[config.mk]
export PLATFORM = sky130hd
export DESIGN_NAME = pwr_wake_ctl
export DESIGN_NICKNAME = d
export VERILOG_FILES = /design/src/rtl/pwr_wake_pkg.sv /design/src/rtl/pm_state_fsm.sv /design/src/rtl/pm_wake_regs.sv /design/src/rtl/pm_clk_gate.sv /design/src/rtl/pwr_wake_ctl.sv
export SDC_FILE = /design/constraint.sdc
export NUM_CORES = 1
export LEC_CHECK = 0
export ABC_AREA = 1
export ABC_CLOCK_PERIOD_IN_PS = 3000
export BUFFER_PORTS_ARGS = -buffer_cell sky130_fd_sc_hd__buf_4
export CELL_PAD_IN_SITES_DETAIL_PLACEMENT = 1
export CELL_PAD_IN_SITES_GLOBAL_PLACEMENT = 1
export CORE_MARGIN = 2
export CORE_UTILIZATION = 25
export CTS_CLUSTER_DIAMETER = 100
export DETAILED_ROUTE_END_ITERATION = 12
export PLACE_DENSITY_LB_ADDON = 0.1
export SKIP_CTS_REPAIR_TIMING = 1
export SLEW_MARGIN = 5
export SYNTH_ARGS = -nofsm -noshare
export SYNTH_HDL_FRONTEND = slang
export SYNTH_SLANG_ARGS = --single-unit
[constraint.sdc]
create_clock -name clk -period 3 [get_ports clk]
set_input_delay 0.15 -clock clk [delete_from_list [all_inputs] [get_ports clk]]
set_output_delay 0.15 -clock clk [all_outputs]
set_load 0.02 [all_outputs]
[src/rtl/pwr_wake_pkg.sv]
package pwr_wake_pkg;
    typedef enum logic [1:0] {
        PM_D0U = 2'd0,
        PM_D0I = 2'd1,
        PM_D3  = 2'd2,
        PM_PDN = 2'd3
    } pm_mode_e;

    localparam int          PMC_W       = 16;
    localparam int          WEV_W       = 4;
    localparam int          PMC_EN_BIT  = 8;
    localparam int          PMC_ST_BIT  = 15;
    localparam logic [1:0]  PS_D0       = 2'b00;
    localparam logic [1:0]  PS_D3       = 2'b11;
    localparam int          WEV_LEN_BIT = 0;
    localparam int          WEV_MEN_BIT = 1;
    localparam int          WEV_LEV_BIT = 2;
    localparam int          WEV_MEV_BIT = 3;
endpackage

[src/rtl/pm_state_fsm.sv]
module pm_state_fsm
    import pwr_wake_pkg::*;
#(
    parameter int BAR_W = 20
) (
    input  logic             clk,
    input  logic             rst_n,
    input  logic             ps_wr_i,
    input  logic [1:0]       ps_val_i,
    input  logic             bar_wr_i,
    input  logic [BAR_W-1:0] bar_field_i,
    input  logic             force_cfg_i,
    input  logic             pme_line_i,
    output pm_mode_e         mode_q_o,
    output pm_mode_e         mode_d_o
);
    typedef struct packed {
        pm_mode_e mode;
        logic     bar_nz;
    } fsm_t;

    fsm_t st_d, st_q;
    logic in_d0;

    always_comb begin
        st_d  = st_q;
        in_d0 = (st_q.mode == PM_D0U) || (st_q.mode == PM_D0I);
        if (bar_wr_i) begin
            st_d.bar_nz = |bar_field_i;
        end
        if (ps_wr_i && ps_val_i == PS_D3 && in_d0) begin
            st_d.mode = PM_D3;
        end else if (ps_wr_i && ps_val_i == PS_D0 && !in_d0) begin
            st_d.mode   = PM_D0U;
            st_d.bar_nz = 1'b0;
        end else if (st_q.mode == PM_D3 && !pme_line_i) begin
            st_d.mode = PM_PDN;
        end
        if (st_d.mode == PM_D0U || st_d.mode == PM_D0I) begin
            st_d.mode = (force_cfg_i || st_d.bar_nz) ? PM_D0I : PM_D0U;
        end
    end

    always_ff @(posedge clk or negedge rst_n) begin
        if (!rst_n) begin
            st_q <= '{mode: PM_D0U, bar_nz: 1'b0};
        end else begin
            st_q <= st_d;
        end
    end

    assign mode_q_o = st_q.mode;
    assign mode_d_o = st_d.mode;
endmodule

[src/rtl/pm_wake_regs.sv]
module pm_wake_regs
    import pwr_wake_pkg::*;
(
    input  logic             clk,
    input  logic             rst_n,
    input  logic             pmc_wr_i,
    input  logic [PMC_W-1:0] pmc_wdata_i,
    input  logic             wev_wr_i,
    input  logic [WEV_W-1:0] wev_wdata_i,
    input  logic             link_chg_i,
    input  logic             magic_pkt_i,
    output logic             pme_en_o,
    output logic             pme_st_o,
    output logic [WEV_W-1:0] wev_o,
    output logic             wol_d_o
);
    typedef struct packed {
        logic pme_en;
        logic pme_st;
        logic [WEV_W-1:0] wev;
    } wake_t;

    wake_t wk_d, wk_q;

    always_comb begin
        wk_d = wk_q;
        if (pmc_wr_i) begin
            wk_d.pme_en = pmc_wdata_i[PMC_EN_BIT];
            if (pmc_wdata_i[PMC_ST_BIT]) wk_d.pme_st = 1'b0;
        end
        if (wev_wr_i) begin
            wk_d.wev[WEV_LEN_BIT] = wev_wdata_i[WEV_LEN_BIT];
            wk_d.wev[WEV_MEN_BIT] = wev_wdata_i[WEV_MEN_BIT];
            if (wev_wdata_i[WEV_LEV_BIT]) wk_d.wev[WEV_LEV_BIT] = 1'b0;
            if (wev_wdata_i[WEV_MEV_BIT]) wk_d.wev[WEV_MEV_BIT] = 1'b0;
        end
        if (link_chg_i && wk_q.wev[WEV_LEN_BIT]) begin
            wk_d.wev[WEV_LEV_BIT] = 1'b1;
            wk_d.wev[WEV_LEN_BIT] = 1'b0;
            wk_d.pme_st           = 1'b1;
        end
        if (magic_pkt_i && wk_q.wev[WEV_MEN_BIT]) begin
            wk_d.wev[WEV_MEV_BIT] = 1'b1;
            wk_d.pme_st           = 1'b1;
        end
    end

    always_ff @(posedge clk or negedge rst_n) begin
        if (!rst_n) begin
            wk_q <= '0;
        end else begin
            wk_q <= wk_d;
        end
    end

    assign pme_en_o = wk_q.pme_en;
    assign pme_st_o = wk_q.pme_st;
    assign wev_o    = wk_q.wev;
    assign wol_d_o  = wk_d.pme_en && (wk_d.wev[WEV_LEN_BIT] || wk_d.wev[WEV_MEN_BIT]);
endmodule

[src/rtl/pm_clk_gate.sv]
module pm_clk_gate
    import pwr_wake_pkg::*;
(
    input  logic     clk,
    input  logic     rst_n,
    input  pm_mode_e mode_d_i,
    input  logic     wol_d_i,
    output logic     phy_pd_o,
    output logic     core_en_o,
    output logic     tx_en_o,
    output logic     rx_en_o,
    output logic     led_off_o,
    output logic     uninit_o
);
    typedef struct packed {
        logic phy_pd;
        logic core_en;
        logic tx_en;
        logic rx_en;
        logic led_off;
        logic uninit;
    } gate_t;

    localparam gate_t GATE_RST = '{phy_pd: 1'b1, core_en: 1'b0, tx_en: 1'b0,
                                   rx_en: 1'b0, led_off: 1'b1, uninit: 1'b1};

    gate_t g_d, g_q;
    logic  low_pwr;
    logic  hard_off;

    always_comb begin
        low_pwr   = (mode_d_i == PM_D0U) || (mode_d_i == PM_PDN);
        hard_off  = low_pwr && !wol_d_i;
        g_d.phy_pd  = hard_off;
        g_d.core_en = !hard_off;
        g_d.rx_en   = !hard_off;
        g_d.tx_en   = !low_pwr;
        g_d.led_off = low_pwr;
        g_d.uninit  = (mode_d_i == PM_D0U) && !wol_d_i;
    end

    always_ff @(posedge clk or negedge rst_n) begin
        if (!rst_n) begin
            g_q <= GATE_RST;
        end else begin
            g_q <= g_d;
        end
    end

    assign phy_pd_o  = g_q.phy_pd;
    assign core_en_o = g_q.core_en;
    assign tx_en_o   = g_q.tx_en;
    assign rx_en_o   = g_q.rx_en;
    assign led_off_o = g_q.led_off;
    assign uninit_o  = g_q.uninit;
endmodule

[src/rtl/pwr_wake_ctl.sv]
module pwr_wake_ctl
    import pwr_wake_pkg::*;
#(
    parameter int BAR_W = 20
) (
    input  logic             clk,
    input  logic             rst_n,
    input  logic             pmc_wr_i,
    input  logic [15:0]      pmc_wdata_i,
    input  logic             wev_wr_i,
    input  logic [3:0]       wev_wdata_i,
    input  logic             bar_wr_i,
    input  logic [BAR_W-1:0] bar_field_i,
    input  logic             force_cfg_i,
    input  logic             pme_line_i,
    input  logic             link_chg_i,
    input  logic             magic_pkt_i,
    output logic             pme_req_o,
    output logic             phy_pd_o,
    output logic             core_clk_en_o,
    output logic             tx_clk_en_o,
    output logic             rx_clk_en_o,
    output logic             led_off_o,
    output logic             uninit_o,
    output logic [15:0]      pmc_rdata_o,
    output logic [3:0]       wev_rdata_o
);
    pm_mode_e mode_q, mode_d;
    logic     pme_en, pme_st, wol_d;
    logic     in_d3;

    pm_state_fsm #(.BAR_W(BAR_W)) u_fsm (
        .clk         (clk),
        .rst_n       (rst_n),
        .ps_wr_i     (pmc_wr_i),
        .ps_val_i    (pmc_wdata_i[1:0]),
        .bar_wr_i    (bar_wr_i),
        .bar_field_i (bar_field_i),
        .force_cfg_i (force_cfg_i),
        .pme_line_i  (pme_line_i),
        .mode_q_o    (mode_q),
        .mode_d_o    (mode_d)
    );

    pm_wake_regs u_wake (
        .clk         (clk),
        .rst_n       (rst_n),
        .pmc_wr_i    (pmc_wr_i),
        .pmc_wdata_i (pmc_wdata_i),
        .wev_wr_i    (wev_wr_i),
        .wev_wdata_i (wev_wdata_i),
        .link_chg_i  (link_chg_i),
        .magic_pkt_i (magic_pkt_i),
        .pme_en_o    (pme_en),
        .pme_st_o    (pme_st),
        .wev_o       (wev_rdata_o),
        .wol_d_o     (wol_d)
    );

    pm_clk_gate u_gate (
        .clk       (clk),
        .rst_n     (rst_n),
        .mode_d_i  (mode_d),
        .wol_d_i   (wol_d),
        .phy_pd_o  (phy_pd_o),
        .core_en_o (core_clk_en_o),
        .tx_en_o   (tx_clk_en_o),
        .rx_en_o   (rx_clk_en_o),
        .led_off_o (led_off_o),
        .uninit_o  (uninit_o)
    );

    assign in_d3       = (mode_q == PM_D3) || (mode_q == PM_PDN);
    assign pme_req_o   = pme_st && pme_en;
    assign pmc_rdata_o = {pme_st, 6'b0, pme_en, 6'b0, in_d3 ? PS_D3 : PS_D0};
endmodule

==> summary.md <==
| Metric | Value |
|---|---|
| Avg Cell Area, Syn | 8.25 um2 |
| Rows | 20 |
| Worst-path clk slew | 80 ps |
| Clock buffer count from CTS | 3 |
| Pre-antenna DRT Iters | 4 |
| CTS sink cnt | 14 |
| Crit path max fanout | 6 |
| Hold Path Class | in2reg |
| Grt met2 use | 0.202 |
| Critical Path End | u_fsm.mode_q_o[0]$_DFF_PN0_ |
| TritonCTS clock tree | built |
| GPL Wtd Cong | roughly 0.63 |
| Max IR drop VDD | 0.297 mV |
| Fin nets | 199 |
| Pin count of the biggest net entering global routing | 15 |
| Hpwl dp | between 1500 and 2000 um |
| Vias | 743 |
| Routed Antenna Nets | 0 |
| Most common library cell in the layout ignoring fill and taps | buf_4 |
| Clock skew | 1.52 ps |
| Reg-to-Reg Start | u_fsm.mode_q_o[1]$_DFF_PN0_ |
| Critical path's slowest cell | dfrtp_1 |
| R2R setup slack | 1770 ps |
| Most frequent cells in the layout | buf_4 (51), nand2_1 (20), nor2_1 (14), conb_1 (12) |
| Top delay family on crit path | flip-flops |
| Die area | between 0.003 and 0.004 mm2 |
| Worst Path Buf+Inv | 1 |
| Fin Setup TNS | 0 ps |
| Drc violations | 0 |
| CP Capture Type | flip-flop |
| Mapped Cells | 100 |
| Crit path launch | u_fsm.mode_q_o[1]$_DFF_PN0_ |
| # diodes | 0 |
| Netlist cell types | 23 |
| Final setup viols | 0 |
| Final hold vios | 0 |
| Seq cells post-synth | 14 |
| Io pins | between 70 and 80 |
| Final min period | 1230 ps |
| Initial core utilization | 0.266 |
| Initial antenna violation count | 0 |
| Crit path arrival time | about 1400 ps |
| Max Slew Vio Count | 0 |
| Met3 Use GR | 0.0336 |
| Yosys warning total | 0 |
| CP peak stage delay | 470 ps |
| RSZ-0062 raised after global routing | false |
| Die Y | 61.4 um |
| H-tree Lvls | 1 |
| P per Cell Area | 593 mW/mm2 |
| Worst reg2reg path depth | 5 |
| Post-Syn Area | 825 um2 |
| CTS root buf | clkbuf_4 |
| Max-Cap Viols | 0 |
| Most used cell, CP | nand2_1 |
| Crit path launch type | flip-flop |
| Pleak | 0.000641 uW |
| Clk buf depth | 2 |
| DR iter-0 viols | 18 |
| Met1 GRT Util | 0.131 |
| Period utilization | 0.408 |
| First-pass GRT wire length | roughly 3000 um |
| WL/cell | 10.2 um |
| PortBufs | 51 |
| Fraction of layout cells with a size suffix above 1 | 0.456 |
| Top Usage Layer GRT | met2 |
| Final Instance Count excl. Fillers | between 150 and 200 |
| Peak Freq | 816 MHz |
| Die width | around 60 um |
| Critical Path RT | 3170 ps |
| Seq/Total Area, Yosys | 0.429 |
| Tot GR Track Use | 0.115 |
| Number of vias per cell | 3.85 |
| Dpl cells | 188 |
| Placeable Area | 0.00310 mm2 |
| WS Path Type | reg2reg |
| Clk_lat worst skew | 280 ps |
| Vias in the first global route | a little over 700 |
| Worst path cell trace | nand3_2 -> nand2_1 -> nand2_1 -> o21ai_0 -> inv_1 |
| Fillers | roughly 400 |
| Total grt overflow | 0 |
| WL final | just under 2000 um |
| Outcome | completed |
| Critical path depth | 5 |
| RR Endpoint | u_fsm.mode_q_o[0]$_DFF_PN0_ |
| Area growth syn-to-layout | 47.8% |
-- where the power goes --
group	leakage, uW	internal, uW	switching [uW]
Combinational	0.000469	134	181
Sequential	0.000151	243	32.5
Clock	0.0000210	73.8	58.9
Total	0.000641	451	272
-- final cells by class --
type,count,area (um2),share of cell area
Timing Repair Buffer,52,393,0.322
Sequential cell,14,354,0.291
Multi-Input combinational cell,67,335,0.275
Tap cell,44,55.1,0.0452
Inverter,12,45.0,0.0370
Clock buffer,4,36.3,0.0298
-- how the worst min path moves through the flow --
stage,start,end,slack (ps),depth (start not counted)
global route,magic_pkt_i,u_wake.wev_o[3]$_DFFE_PN0P_,90,3
detailed placement,rst_n,u_wake.pme_st_o$_DFFE_PN0P_,10,1
CTS,rst_n,u_wake.pme_st_o$_DFFE_PN0P_,-300,1
floorplan,rst_n,u_fsm.mode_q_o[0]$_DFF_PN0_,-150,0
finish,magic_pkt_i,u_wake.wev_o[3]$_DFFE_PN0P_,100,3
global placement,rst_n,u_wake.pme_st_o$_DFFE_PN0P_,9,1
-- tightest hold or removal path: stages --
cell     delay [ps]
buf_4            80
nand2_1          60
nand2_1          60
-- layer usage --
layer	vias to the layer above	wire, um	part of all wire
met1	340	784	0.40
met2	30	1040	0.53
met5	-	0	0
li1	373	-	-
met3	0	150	0.076
met4	0	0	0
-- cells in the mapped netlist, drive strengths merged --
library cell	count	area (um2)
nand3	4	25.0
dfstp	3	78.8
buf	17	128
conb	1	3.75
inv	12	45.0
nand3b	1	7.51
o21ai	3	15.0
nor3	1	10.0
or2	3	18.8
o21a	2	15.0
nor2	15	58.8
nand2	24	115
dfrtp	11	275
a21oi	1	8.76
a41oi	1	16.3
clkbuf	1	3.75
-- registers in the layout, summed over array words and instances, names as in the netlist --
register,count
u_gate.uninit_o,1
u_gate.led_off_o,1
u_wake.wev_o,4
u_fsm.st_q,1
u_fsm.mode_q_o,2
u_gate.core_en_o,1
u_gate.phy_pd_o,1
u_gate.tx_en_o,1
u_wake.pme_en_o,1
u_wake.pme_st_o,1
-- kinds of logic after synthesis --
kind of cell | Yosys count | share of synthesized area
compound gates | 7 | 0.0668
buf+inv | 30 | 0.214
flops | 14 | 0.429
other cells | 1 | 0.00455
simple gates | 48 | 0.285
-- metrics by stage --
step | util | hold WS, ps | total power [uW] | worst slack (ps) | area (um2)
global placement | 0.378 | 9.20 | 589 | 1820 | 1170
CTS | 0.390 | -302 | 736 | 1770 | 1210
detailed placement | 0.378 | 13.3 | 596 | 1790 | 1170
floorplan | - | -146 | 490 | 1890 | 866
global route | 0.393 | 92.8 | 775 | 1640 | 1220
finish | 0.393 | 99.4 | 723 | 1770 | 1220
Power figures use the tool's default switching activity.
